==> src/rtl/nrzi_rx_pkg.sv <==
package nrzi_rx_pkg;

    // Number of consecutive ones after which a zero must be inserted
    localparam int RUN_LIMIT_DEF = 6;

    typedef enum logic {
        LINE_J = 1'b0,
        LINE_K = 1'b1
    } line_t;

    // Decoded bit leaving the line decoder
    typedef struct packed {
        logic vld;
        logic val;
    } dec_bit_t;

    // Classification of one decoded bit by the run tracker
    typedef enum logic [1:0] {
        CLS_NONE  = 2'd0,
        CLS_DATA  = 2'd1,
        CLS_STUFF = 2'd2,
        CLS_ERR   = 2'd3
    } bit_cls_t;

    typedef struct packed {
        bit_cls_t cls;
        logic     val;
    } cls_bit_t;

    // NRZI: no transition means one, transition means zero
    function automatic logic nrzi_value(line_t prev, line_t cur);
        return (prev == cur);
    endfunction

endpackage

==> src/rtl/nrzi_line_decode.sv <==
module nrzi_line_decode
    import nrzi_rx_pkg::*;
(
    input  logic     clk,
    input  logic     rst,
    input  logic     pkt_active,
    input  logic     sym_en,
    input  logic     sym_k,
    output dec_bit_t dec
);

    line_t prev_line;
    line_t cur_line;

    assign cur_line = line_t'(sym_k);

    always_ff @(posedge clk) begin
        if (rst || !pkt_active) begin
            prev_line <= LINE_J;
        end else if (sym_en) begin
            prev_line <= cur_line;
        end
    end

    always_comb begin
        dec.vld = sym_en && pkt_active;
        dec.val = nrzi_value(prev_line, cur_line);
    end

    // Between packets the reference state returns to idle J
    assert_idle_line_is_j_R7: assert property (@(posedge clk) disable iff (rst)
        !pkt_active |=> (prev_line == LINE_J));

    // Without a sample enable the reference state holds
    assert_ref_holds_R8: assert property (@(posedge clk) disable iff (rst)
        (pkt_active && !sym_en) |=> $stable(prev_line));

endmodule

==> src/rtl/nrzi_run_tracker.sv <==
module nrzi_run_tracker
    import nrzi_rx_pkg::*;
#(
    parameter int RUN_LIMIT = RUN_LIMIT_DEF
) (
    input  logic     clk,
    input  logic     rst,
    input  logic     pkt_active,
    input  dec_bit_t dec,
    output cls_bit_t cls
);

    localparam int RUN_W = $clog2(RUN_LIMIT + 1);
    localparam logic [RUN_W-1:0] RUN_MAX = RUN_W'(RUN_LIMIT);

    logic [RUN_W-1:0] run_cnt;
    logic             halted;

    always_comb begin
        cls.val = dec.val;
        if (!dec.vld || halted) begin
            cls.cls = CLS_NONE;
        end else if (run_cnt == RUN_MAX) begin
            cls.cls = dec.val ? CLS_ERR : CLS_STUFF;
        end else begin
            cls.cls = CLS_DATA;
        end
    end

    always_ff @(posedge clk) begin
        if (rst || !pkt_active) begin
            run_cnt <= '0;
            halted  <= 1'b0;
        end else begin
            unique case (cls.cls)
                CLS_DATA:  run_cnt <= dec.val ? run_cnt + 1'b1 : '0;
                CLS_STUFF: run_cnt <= '0;
                CLS_ERR:   halted  <= 1'b1;
                default:   ;
            endcase
        end
    end

    assert_run_bounded_R5: assert property (@(posedge clk) disable iff (rst)
        run_cnt <= RUN_MAX);

    assert_zero_clears_run_R5: assert property (@(posedge clk) disable iff (rst)
        (pkt_active && dec.vld && !dec.val && !halted) |=> (run_cnt == '0));

    assert_halt_sticks_R6: assert property (@(posedge clk) disable iff (rst)
        (halted && pkt_active) |=> halted);

endmodule

==> src/rtl/nrzi_out_stage.sv <==
module nrzi_out_stage
    import nrzi_rx_pkg::*;
(
    input  logic     clk,
    input  logic     rst,
    input  cls_bit_t cls,
    output logic     bit_vld,
    output logic     bit_data,
    output logic     unstuff_stb,
    output logic     stuff_err
);

    always_ff @(posedge clk) begin
        if (rst) begin
            bit_vld     <= 1'b0;
            bit_data    <= 1'b0;
            unstuff_stb <= 1'b0;
            stuff_err   <= 1'b0;
        end else begin
            bit_vld     <= (cls.cls == CLS_DATA);
            bit_data    <= (cls.cls == CLS_DATA) && cls.val;
            unstuff_stb <= (cls.cls == CLS_STUFF);
            stuff_err   <= (cls.cls == CLS_ERR);
        end
    end

    assert_strobes_exclusive_R10: assert property (@(posedge clk) disable iff (rst)
        $onehot0({bit_vld, unstuff_stb, stuff_err}));

    assert_quiet_after_error_R6: assert property (@(posedge clk) disable iff (rst)
        stuff_err |=> !(bit_vld || unstuff_stb || stuff_err));

endmodule

==> src/rtl/nrzi_unstuff_rx.sv <==
module nrzi_unstuff_rx
    import nrzi_rx_pkg::*;
#(
    parameter int RUN_LIMIT = RUN_LIMIT_DEF
) (
    input  logic clk,
    input  logic rst,
    input  logic pkt_active,
    input  logic sym_en,
    input  logic sym_k,
    output logic bit_vld,
    output logic bit_data,
    output logic unstuff_stb,
    output logic stuff_err
);

    dec_bit_t dec;
    cls_bit_t cls;

    nrzi_line_decode u_decode (
        .clk        (clk),
        .rst        (rst),
        .pkt_active (pkt_active),
        .sym_en     (sym_en),
        .sym_k      (sym_k),
        .dec        (dec)
    );

    nrzi_run_tracker #(.RUN_LIMIT(RUN_LIMIT)) u_tracker (
        .clk        (clk),
        .rst        (rst),
        .pkt_active (pkt_active),
        .dec        (dec),
        .cls        (cls)
    );

    nrzi_out_stage u_out (
        .clk         (clk),
        .rst         (rst),
        .cls         (cls),
        .bit_vld     (bit_vld),
        .bit_data    (bit_data),
        .unstuff_stb (unstuff_stb),
        .stuff_err   (stuff_err)
    );

    // Every strobe traces back to a symbol accepted one cycle earlier
    assert_strobe_needs_symbol_R10: assert property (@(posedge clk) disable iff (rst)
        (bit_vld || unstuff_stb || stuff_err) |-> $past(sym_en && pkt_active && !rst));

endmodule

==> config.mk <==
export PLATFORM = sky130hd
export DESIGN_NAME = nrzi_unstuff_rx
export DESIGN_NICKNAME = d
export VERILOG_FILES = /design/src/rtl/nrzi_rx_pkg.sv /design/src/rtl/nrzi_line_decode.sv /design/src/rtl/nrzi_run_tracker.sv /design/src/rtl/nrzi_out_stage.sv /design/src/rtl/nrzi_unstuff_rx.sv
export SDC_FILE = /design/constraint.sdc
export NUM_CORES = 1
export LEC_CHECK = 0
export CAP_MARGIN = 20
export CORE_AREA = 2 2 39 41
export CTS_CLUSTER_DIAMETER = 80
export DETAILED_ROUTE_END_ITERATION = 16
export DIE_AREA = 0 0 41 43
export DONT_BUFFER_PORTS = 1
export PLACE_DENSITY = 0.42
export SYNTH_ARGS = -nofsm -noshare
export SYNTH_HDL_FRONTEND = slang
export SYNTH_SLANG_ARGS = --single-unit
==> constraint.sdc <==
create_clock -name clk -period 2.3 [get_ports clk]
set_clock_uncertainty 0.05 [all_clocks]
set_input_delay 0.345 -clock clk [delete_from_list [all_inputs] [get_ports clk]]
set_output_delay 0.345 -clock clk [all_outputs]
set_load 0.05 [all_outputs]
Word level (Yosys, flattened, before mapping)
Index checks and enable logic that the tools add are counted.
{ "totals": {"ff_bits": 9, "input_bits": 5, "out_inout_bits": 4, "elab_cells": 25} }
{ "classes": {"addsub": 1, "n_eq_ne": 5, "mux": 5, "reduce_logical": 7} }
{ "ops": {"columns": ["operator", "count"], "rows": [
  ["3-bit case mux with 2 select lines", 1],
  ["2-bit equality test (second input constant)", 2],
  ["2-bit two-way mux", 2],
  ["3-bit by 1-bit adder with 3-bit output (second input constant)", 1],
  ["3-bit equality test (second input constant)", 1],
  ["3-bit two-way mux", 1],
  ["2-bit by 1-bit equality test with 1-bit output (second input constant)", 1],
  ["1-bit logical AND", 2],
  ["1-bit zero test", 2],
  ["1-bit logical OR", 2],
  ["2-bit nonzero test", 1],
  ["1-bit equality test", 1],
  ["1-bit two-way mux", 1]
]} }

Longest topological paths before layout
Gate-level depths: netlist (run 1).
{ "logic_depth": {"depth_word": 6, "mapped_depth": 8, "ltp_nobuf": 8} }

Cells and area by module
From an unflattened synthesis (run 1), not the netlist that was laid out.
{ "unflattened": {"hier_cells": 43, "area_unflattened_um2": 426.7} }
{ "modules_own_cells": {"columns": ["module", "n_inst", "cells_each", "area_each_um2"], "rows": [
  ["nrzi_run_tracker", 1, 30, 250.2],
  ["nrzi_out_stage", 1, 8, 117.6],
  ["nrzi_line_decode", 1, 5, 58.8]
]} }

Worst setup path after synthesis (run 1)
No wires, ideal clock.
{ "synth_path": {"path_type": "reg2reg", "startpoint": "register u_tracker.run_cnt[0]", "endpoint": "register u_tracker.run_cnt[1]", "arrival_ps": 1595, "path_slack_ps": 585, "stages_incl_launch_ff": 7, "path_buffers": 0, "period_less_slack_ps": 1715, "cell_sequence": "dfxtp_1 inv_1 ha_1 and3_1 ha_1 or3_1 a21oi_1"} }
{ "synth_via": {"elab_chain_cells": 5, "elab_cells_between_ends": 9, "cone_classes": "add/sub: 1; eq/ne: 3; mux: 4; reduce/logical: 1"} }
{ "synth_rtl": {"columns": ["element", "line_no", "rtl"], "rows": [
  ["start: declaration", "nrzi_run_tracker.sv:16", "logic [RUN_W-1:0] run_cnt;"],
  ["start signal: assignment", "nrzi_run_tracker.sv:36", "CLS_DATA: run_cnt <= dec.val ? run_cnt + 1'b1 : '0;"],
  ["3-bit equality test", "nrzi_run_tracker.sv:23", "end else if (run_cnt == RUN_MAX) begin"],
  ["2-bit two-way mux", "nrzi_run_tracker.sv:23", null],
  ["2-bit two-way mux", "nrzi_run_tracker.sv:21", "if (!dec.vld || halted) begin"],
  ["2-bit equality test / 2-bit by 1-bit equality test with 1-bit output (equally long branches)", "nrzi_run_tracker.sv:35", "unique case (cls.cls)"],
  ["3-bit case mux with 2 select lines / 2-bit nonzero test (equally long branches)", null, null]
]} }
Parallel ways exist; a longest one is shown, timed or not.
A chain may end at the register's enable or synchronous reset.

Final worst setup path (run 1)
Same ends and word-level chain as after synthesis.

==> impl_metrics.env, run 1 <==
export IMPL_core_area_mm2=0.00138
export IMPL_avgViaCountPerCell=4.76
export IMPL_finalSetupViolations=0
export IMPL_cts_resized=0
export IMPL_gp_congestion=0.716
export IMPL_wirelength_um=698
export IMPL_arrival_ns=1.98
export IMPL_placed_cell_area_um2=450
export IMPL_p_leak_nw=0.198
export IMPL_rrSetupSlack_ns=0.46
export IMPL_outcome="complete, no violations"
export IMPL_startpoint_type="flip-flop"
export IMPL_yosys_warnings=0
export IMPL_final_setup_tns_ns=0
export IMPL_fin_area_um2=477
export IMPL_first_global_vias=324
export IMPL_clk_insertion_delay_late_ns=0.26
export IMPL_r2r_end="u_tracker.run_cnt[1]"
export IMPL_hpwl_um=572
export IMPL_grt_max_degree=7
export IMPL_min_to="u_out.stuff_err"
export IMPL_finalMaxSlewViolations=0
export IMPL_hold_start="rst"
export IMPL_synthCells=46
export IMPL_synth_edf_count=0
export IMPL_rsz0062_at_grt="no"
export IMPL_worst_pin_slew_ns=0.476
export IMPL_finalCriticalPeriod_ns=1.84
export IMPL_route_antenna_remaining_nets=0
export IMPL_n_antenna_cell=0
export IMPL_ys_seq_area_share_pct=41.9
export IMPL_relSlewSlack_pct=68.2
export IMPL_synth_avg_cell_area_um2=9.36
export IMPL_io_buffer_count=0
export IMPL_max_vdd_ir_drop_mv=0.278
export IMPL_drv_cap=0
export IMPL_ys_dominant_reg_cell="dfxtp_1"
export IMPL_fillers=149
export IMPL_drt_iter0_drc=2
export IMPL_die_h_um=43
export IMPL_async_flop_share_pct=0
export IMPL_cts_root_buffer_cell="clkbuf_4"
export IMPL_synth_most_common_cell="dfxtp_1"
export IMPL_cts_buffers=3
export IMPL_hp_class="in2reg"
export IMPL_gr_total_overflow=0
export IMPL_cts_sinks=9
export IMPL_drc=0
export IMPL_post_route_period_util_pct=79.8
export IMPL_hold_viol=0
export IMPL_areaGrowthSynthToFinish_pct=10.8
export IMPL_synth_seq_cells=9
export IMPL_reg2reg_from="u_tracker.run_cnt[0]"
export IMPL_vias=314
export IMPL_top_level_ports=9
export IMPL_yosys_area_top_type_share_pct=41.9
export IMPL_cts_clk_slew_worst_paths_ns=0.06
export IMPL_syn_nets=57
export IMPL_wire_per_inst_um=10.6
export IMPL_netlist_top_cells_area="dfxtp_1, ha_1, nor2_1"
export IMPL_final_core_util_pct=34.4
export IMPL_cp_required_ns=2.44
export IMPL_drt_pass1_iter_count=3
export IMPL_critPathKind="reg2reg"
export IMPL_cts_tree="done"
export IMPL_fin_nets=62
export IMPL_post_cts_buffers=0
export IMPL_cts_max_level=1
export IMPL_synth_cell_types=18
export IMPL_synth_area_um2=430
export IMPL_die_x_um=41
export IMPL_cp_max_fo=6
export IMPL_synthTopCellsByCount="dfxtp_1, ha_1, nor2_1"
export IMPL_layout_drive_gt1_share_pct=6.00
export IMPL_crit_path_start="u_tracker.run_cnt[0]"
export IMPL_cts_hold_buf=0
export IMPL_end_kind="flip-flop"
export IMPL_start_util_pct=31.1
export IMPL_clk_path_buf_depth=2
export IMPL_grt_pass1_wl_mm=1.24
export IMPL_die_area_mm2=0.00176
export IMPL_num_rows=14
export IMPL_grt_use_total_pct=11.2
export IMPL_hold_depth=1
export IMPL_r2r_cells=6
export IMPL_powerDensity_mw_per_mm2=625
export IMPL_yosysTopAreaCell="dfxtp_1"
export IMPL_antenna_found_initial=0
export IMPL_fmax_mhz=545
layer usage:
metal	global-route usage, %	part of all wire, %	vias to the layer above
met4	4.00	1.1	0
met5	0	0	-
met3	9.42	8.0	2
met1	9.35	40	141
li1	-	-	161
met2	18.1	50	10
registers in the layout, summed over array words and instances (netlist names):
signal,count
u_tracker.run_cnt,3
u_out.bit_data,1
u_out.stuff_err,1
u_out.bit_vld,1
u_tracker.halted,1
u_decode.prev_line,1
u_out.unstuff_stb,1
final cells by class:
class / instances / area [um^2] / area share, %
Inverter: 1 / 3.75 / 0.787
Clock buffer: 4 / 26.3 / 5.51
Tap cell: 16 / 20.0 / 4.20
Multi-Input combinational cell: 36 / 246 / 51.7
Sequential cell: 9 / 180 / 37.8
power by group:
part	internal (W)	total (W)	switching [W]
clock	0.0000667	0.000119	0.0000520
combinational	0.00000674	0.0000156	0.00000887
sequential	0.000158	0.000164	0.00000566
layout by cell type (no fill, tap or decap), drive strengths merged:
| master | instances |
|---|---|
| xor2 | 1 |
| inv | 1 |
| ha | 6 |
| nand3b | 1 |
| dfxtp | 9 |
| nand2b | 1 |
| and3 | 1 |
| nor2 | 6 |
| nand2 | 4 |
| and2 | 2 |
| or3 | 2 |
| mux2i | 1 |
| clkbuf | 4 |
| a21oi | 3 |
| xnor2 | 1 |
| nor2b | 3 |
| o2bb2ai | 1 |
| nor4b | 1 |
| nand3 | 2 |
kinds of logic after synthesis:
family / Yosys count / synth area share, %
buffers and inverters: 1 / 0.871
adder cells (fa/ha/maj): 6 / 17.4
AO/OA/AOI/OAI: 4 / 5.52
flip-flops: 9 / 41.9
multiplexers: 1 / 2.33
XOR/XNOR: 2 / 4.07
AND/OR/NAND/NOR: 23 / 27.9
worst max path at each step:
| stage | endpoint | depth (start not counted) |
|---|---|---|
| floorplan | u_tracker.run_cnt[1] | 6 |
| global placement | u_tracker.run_cnt[0] | 6 |
| detailed placement | u_tracker.run_cnt[1] | 6 |
| CTS | u_tracker.run_cnt[1] | 6 |
| global route | u_tracker.run_cnt[1] | 7 |
| finish | u_tracker.run_cnt[1] | 6 |
worst max-delay path: stages, from the launching register on:
cell and delay (ns):
dfxtp_1 0.36, inv_1 0.06, ha_1 0.23, and3_1 0.21, ha_1 0.35, or3_1 0.38, a21oi_1 0.14
stage by stage:
step,power (W),setup WS (ns),hold WS [ns],instances
finish,0.000298,0.464,0.103,66
global route,0.000316,0.343,0.0888,66
CTS,0.000306,0.463,0.0942,66
detailed placement,0.000183,0.482,0.372,62
global placement,0.000183,0.501,0.368,62
floorplan,0.000180,0.585,0.367,46
Note: power is estimated with default switching activity, not from simulation.
==> run 2, diff against run 1 <==
Settings changed: PLACE_DENSITY 0.42 to 0.44.
Clock period 2.3 ns to 1.55 ns, I/O delays scaled along.
==> run 2 against run 1 <==
Against the previous run: total power grew 58%; hold slack got worse by 0.029 ns; design area up 33%; clock power increased by 50%; highest routed layer unchanged; largest cell class unchanged; critical path type unchanged; sequential power rose by 48%.
==> impl_metrics.env, run 2 (synthesis gave the netlist of run 1 again) <==
export IMPL_drt_iter0_drc=1
export IMPL_finalMaxSlewViolations=0
export IMPL_antenna_found_initial=0
export IMPL_die_x_um=41
export IMPL_final_core_util_pct=45.8
export IMPL_met3_length_um=54
export IMPL_first_global_vias=368
export IMPL_rsz0062_at_grt="yes"
export IMPL_fin_nets=74
export IMPL_power_w=0.000470
export IMPL_wl_met1_um=380
export IMPL_drt_pass1_iter_count=2
export IMPL_layout_commonest_cell="buf_4"
export IMPL_grt_use_total_pct=13.5
export IMPL_n_antenna_cell=0
export IMPL_final_cell_mix="buf_4, dfxtp_1, nor2_1"
export IMPL_p_sw_w=0.000110
export IMPL_cts_clk_slew_worst_paths_ns=0.06
export IMPL_fillers=139
export IMPL_combPwrFrac_pct=10.2
export IMPL_finalSetupViolations=0
export IMPL_regArea_um2=183
export IMPL_critPathKind="reg2reg"
export IMPL_hp_class="in2reg"
export IMPL_drc=0
export IMPL_worst_pin_slew_ns=0.472
export IMPL_startpoint_type="flip-flop"
export IMPL_clk_insertion_delay_late_ns=0.26
export IMPL_outcome="complete, no violations"
export IMPL_grt_pass1_wl_mm=1.52
export IMPL_highest_layer="met4"
export IMPL_met2_wirelength_um=494
export IMPL_wirelength_um=944
export IMPL_cp_required_ns=1.70
export IMPL_num_rows=14
export IMPL_cts_max_level=1
export IMPL_sequentialPowerShare_pct=51.7
export IMPL_route_antenna_remaining_nets=0
export IMPL_clk_path_buf_depth=2
export IMPL_largest_reg_flops=3
export IMPL_wire_per_inst_um=12.1
export IMPL_drv_cap=0
export IMPL_internal_power_w=0.000360
export IMPL_fmax_mhz=661
export IMPL_final_setup_tns_ns=0
export IMPL_top_level_ports=9
export IMPL_arrival_ns=1.66
export IMPL_cts_sinks=9
export IMPL_max_vdd_ir_drop_mv=0.418
export IMPL_core_area_mm2=0.00138
export IMPL_p_clk_share_pct=38.0
export IMPL_netSwitchingFraction_pct=23.4
export IMPL_vias=373
export IMPL_cp_max_fo=4
export IMPL_die_area_mm2=0.00176
export IMPL_gp_congestion=0.661
export IMPL_gr_total_overflow=0
export IMPL_start_util_pct=31.1
export IMPL_avgViaCountPerCell=4.78
export IMPL_relSlewSlack_pct=68.5
export IMPL_hold_viol=0
export IMPL_p_leak_nw=0.260
export IMPL_io_buffer_count=0
export IMPL_powerDensity_mw_per_mm2=741
export IMPL_grt_max_degree=6
export IMPL_die_h_um=43
export IMPL_end_kind="flip-flop"
export IMPL_cts_root_buffer_cell="clkbuf_4"
export IMPL_cts_buffers=3
export IMPL_layout_drive_gt1_share_pct=45.2
export IMPL_largest_register="u_tracker.run_cnt"
export IMPL_cts_tree="done"
export IMPL_multiInputGateArea_um2=309
export IMPL_areaGrowthSynthToFinish_pct=47.4
export IMPL_finalCriticalPeriod_ns=1.51
export IMPL_post_route_period_util_pct=97.5
## run 2: changes by cell type in the layout (fill, tap and decap cells not counted), sizes merged
| cell | delta |
|---|---|
| dlygate4sd3 | +1 |
| buf | +11 |
## run 2: final cells by class
type	count	area share, %
Multi-Input combinational cell	36	48.7
Sequential cell	9	28.8
Timing Repair Buffer	12	14.6
Clock buffer	4	4.14
Tap cell	16	3.16
Inverter	1	0.592
## run 2: what timing repair did
item | 4_1_cts | 5_1_grt
hold endpoints to repair | 3 | 0
buffers inserted | 2 | 0
pin swaps | 4 | 4
hold buffers | 1 | 0
gates resized for setup | 0 | 8
setup endpoints to repair | 2 | 6
## run 2: path summary, 6_finish.rpt
| check | startpoint | end | cells past startpoint | slack [ns] |
|---|---|---|---|---|
| worst max-delay path | u_tracker.halted | u_tracker.run_cnt[1] | 5 | 0.04 |
| worst min register to register | u_tracker.halted | u_tracker.halted | 2 | 0.45 |
| worst max register to register | u_tracker.halted | u_tracker.run_cnt[1] | 5 | 0.04 |
| worst min-delay path | sym_k | u_decode.prev_line | 2 | 0.07 |
## run 2: power groups by stage
stage	Combinational [W]	Sequential [W]	Clock (W)
after floorplan	0.0000220	0.000249	0
after global routing	0.0000525	0.000244	0.000197
after global placement	0.0000393	0.000248	0
after CTS	0.0000439	0.000243	0.000189
final	0.0000480	0.000243	0.000179
after detailed placement	0.0000406	0.000248	0
## run 2: metal layers
metal	vias up	track usage, %
met3	2	8.38
met5	-	0
met1	177	14.0
met2	9	19.7
met4	0	8.00
li1	185	-
## run 2: worst max-delay path, stage by stage, from the launching register on
cell and delay (ns):
dfxtp_1 0.32, nor2_1 0.19, and3_4 0.23, ha_4 0.21, or3_4 0.33, a21oi_2 0.11
## run 2: through the flow
| step | instances | area (um^2) | hold slack (ns) | setup WS [ns] |
|---|---|---|---|---|
| 2_1_floorplan | 46 | 463 | 0.254 | 0.00520 |
| 3_3_place_gp | 71 | 551 | 0.256 | -0.000518 |
| 3_5_place_dp | 71 | 551 | 0.257 | -0.0329 |
| 4_1_cts | 78 | 602 | 0.0693 | -0.000330 |
| 5_1_grt | 78 | 634 | 0.0900 | -0.0294 |
| 6_report | 78 | 634 | 0.0743 | 0.0382 |
==> run 3, diff against run 2 <==
Settings changed: CELL_PAD_IN_SITES_DETAIL_PLACEMENT from default to 1, CELL_PAD_IN_SITES_GLOBAL_PLACEMENT from default to 1, PLACE_DENSITY 0.44 to 0.55.
==> run 3 against run 2 <==
Against the previous run: routed wire length is 8.8% higher; largest power group unchanged; combinational power is 8.3% lower; largest cell class unchanged; critical path depth is 1 higher; die area stayed put; critical endpoint unchanged.
==> impl_metrics.env, run 3 (synthesis gave the netlist of run 1 again) <==
export IMPL_critPathKind="reg2reg"
export IMPL_min_to="u_decode.prev_line"
export IMPL_io_buffer_count=0
export IMPL_power_w=0.000469
export IMPL_powerDensity_mw_per_mm2=776
export IMPL_hold_viol=0
export IMPL_fin_nets=72
export IMPL_gp_congestion=0.694
export IMPL_max_vdd_ir_drop_mv=0.471
export IMPL_finalCriticalPeriod_ns=1.55
export IMPL_avgViaCountPerCell=4.79
export IMPL_n_antenna_cell=0
export IMPL_clk_insertion_delay_late_ns=0.26
export IMPL_largest_register="u_tracker.run_cnt"
export IMPL_num_rows=14
export IMPL_die_area_mm2=0.00176
export IMPL_layout_commonest_cell="buf_4"
export IMPL_fin_area_um2=604
export IMPL_final_core_util_pct=43.7
export IMPL_netSwitchingFraction_pct=23.7
export IMPL_largest_reg_flops=3
export IMPL_finalMaxSlewViolations=0
export IMPL_cts_max_level=1
export IMPL_sequentialPowerShare_pct=51.9
export IMPL_drt_iter0_drc=1
export IMPL_cts_root_buffer_cell="clkbuf_4"
export IMPL_cts_tree="done"
export IMPL_top_level_ports=9
export IMPL_r2r_end="u_tracker.run_cnt[1]"
export IMPL_grt_max_degree=6
export IMPL_outcome="complete, no violations"
export IMPL_final_setup_tns_ns=0
export IMPL_p_clk_share_pct=38.7
export IMPL_internal_power_w=0.000358
export IMPL_cts_buffers=3
export IMPL_hpwl_um=750
export IMPL_drt_pass1_iter_count=3
export IMPL_hp_class="in2reg"
export IMPL_cts_sinks=9
export IMPL_reg2reg_from="u_tracker.run_cnt[0]"
export IMPL_hold_depth=2
export IMPL_relSlewSlack_pct=68.2
export IMPL_drc=0
export IMPL_hold_start="sym_k"
export IMPL_final_cell_mix="buf_4, dfxtp_1, nor2_1"
export IMPL_cp_max_fo=4
export IMPL_gr_total_overflow=0
export IMPL_die_h_um=43
export IMPL_core_area_mm2=0.00138
export IMPL_crit_path_start="u_tracker.run_cnt[0]"
export IMPL_arrival_ns=1.70
export IMPL_start_util_pct=31.1
export IMPL_wirelength_mm=1.03
export IMPL_worst_pin_slew_ns=0.477
export IMPL_combPwrFrac_pct=9.4
export IMPL_rsz0062_at_grt="yes"
export IMPL_grt_pass1_wl_mm=1.50
export IMPL_fmax_mhz=646
export IMPL_p_leak_nw=0.249
export IMPL_layout_drive_gt1_share_pct=40.0
export IMPL_placed_cell_area_um2=543
export IMPL_first_global_vias=378
export IMPL_fillers=174
export IMPL_antenna_found_initial=0
export IMPL_route_antenna_remaining_nets=0
export IMPL_end_kind="flip-flop"
export IMPL_post_route_period_util_pct=99.9
export IMPL_r2r_cells=6
export IMPL_rrSetupSlack_ns=0.002
export IMPL_drv_cap=0
export IMPL_areaGrowthSynthToFinish_pct=40.4
export IMPL_cp_required_ns=1.70
export IMPL_p_sw_w=0.000111
export IMPL_cts_clk_slew_worst_paths_ns=0.06
export IMPL_die_x_um=41
export IMPL_clk_path_buf_depth=2
export IMPL_finalSetupViolations=0
export IMPL_wire_per_inst_um=13.5
export IMPL_startpoint_type="flip-flop"
export IMPL_grt_use_total_pct=13.7
export IMPL_vias=364
-- run 3: power groups by stage --
stage / clock (W) / sequential [W] / combinational (W)
6_report: 0.000181 / 0.000243 / 0.0000440
5_1_grt: 0.000211 / 0.000243 / 0.0000484
4_1_cts: 0.000192 / 0.000243 / 0.0000444
3_5_place_dp: 0 / 0.000248 / 0.0000394
3_3_place_gp: 0 / 0.000248 / 0.0000376
2_1_floorplan: 0 / 0.000249 / 0.0000220
-- run 3: metal layers --
layer / vias to the layer above / global-route usage (%) / part of all wire (%)
met5: - / 0 / 0
met4: 0 / 8.00 / 2.0
met3: 4 / 6.81 / 6.1
met2: 10 / 22.5 / 53
met1: 169 / 12.5 / 38
li1: 181 / - / -
-- run 3: cell type report --
cell class / instances / area (um^2) / share of cell area [%]
multi-input cells: 36 / 294 / 48.7
flip-flops and latches: 9 / 183 / 30.2
repair buffers: 10 / 77.6 / 12.8
clock buffers: 4 / 26.3 / 4.35
well taps: 16 / 20.0 / 3.31
inverters: 1 / 3.75 / 0.621
-- run 3: worst max path at each step --
| stage | to | slack, ns |
|---|---|---|
| after detailed placement | u_tracker.run_cnt[0] | -0.03 |
| final | u_tracker.run_cnt[1] | 0.002 |
| after floorplan | u_tracker.run_cnt[1] | 0.005 |
| after global routing | u_tracker.run_cnt[1] | -0.05 |
| after global placement | u_tracker.run_cnt[0] | 0.0005 |
| after CTS | u_tracker.run_cnt[1] | -0.006 |
-- run 3: worst max-delay path: stages, from the launching register on --
cell and delay [ns]:
dfxtp_2 0.33, inv_2 0.03, ha_2 0.19, and3_4 0.18, ha_4 0.25, or3_4 0.33
a21oi_2 0.12
-- run 3: stage by stage --
stage | cells | hold WS, ns | setup slack, ns
after global routing | 76 | 0.0824 | -0.0459
after floorplan | 46 | 0.254 | 0.00520
final | 76 | 0.0726 | 0.00159
after detailed placement | 70 | 0.258 | -0.0344
after global placement | 70 | 0.256 | 0.000548
after CTS | 76 | 0.0753 | -0.00610
-- run 3: repair_timing --
item | CTS | global route
setup buffers | 1 | 0
endpoints found under the hold margin | 3 | 0
pin swaps | 8 | 5
gates resized for setup | 4 | 1
endpoints found under the setup margin | 2 | 4
hold buffers | 1 | 0
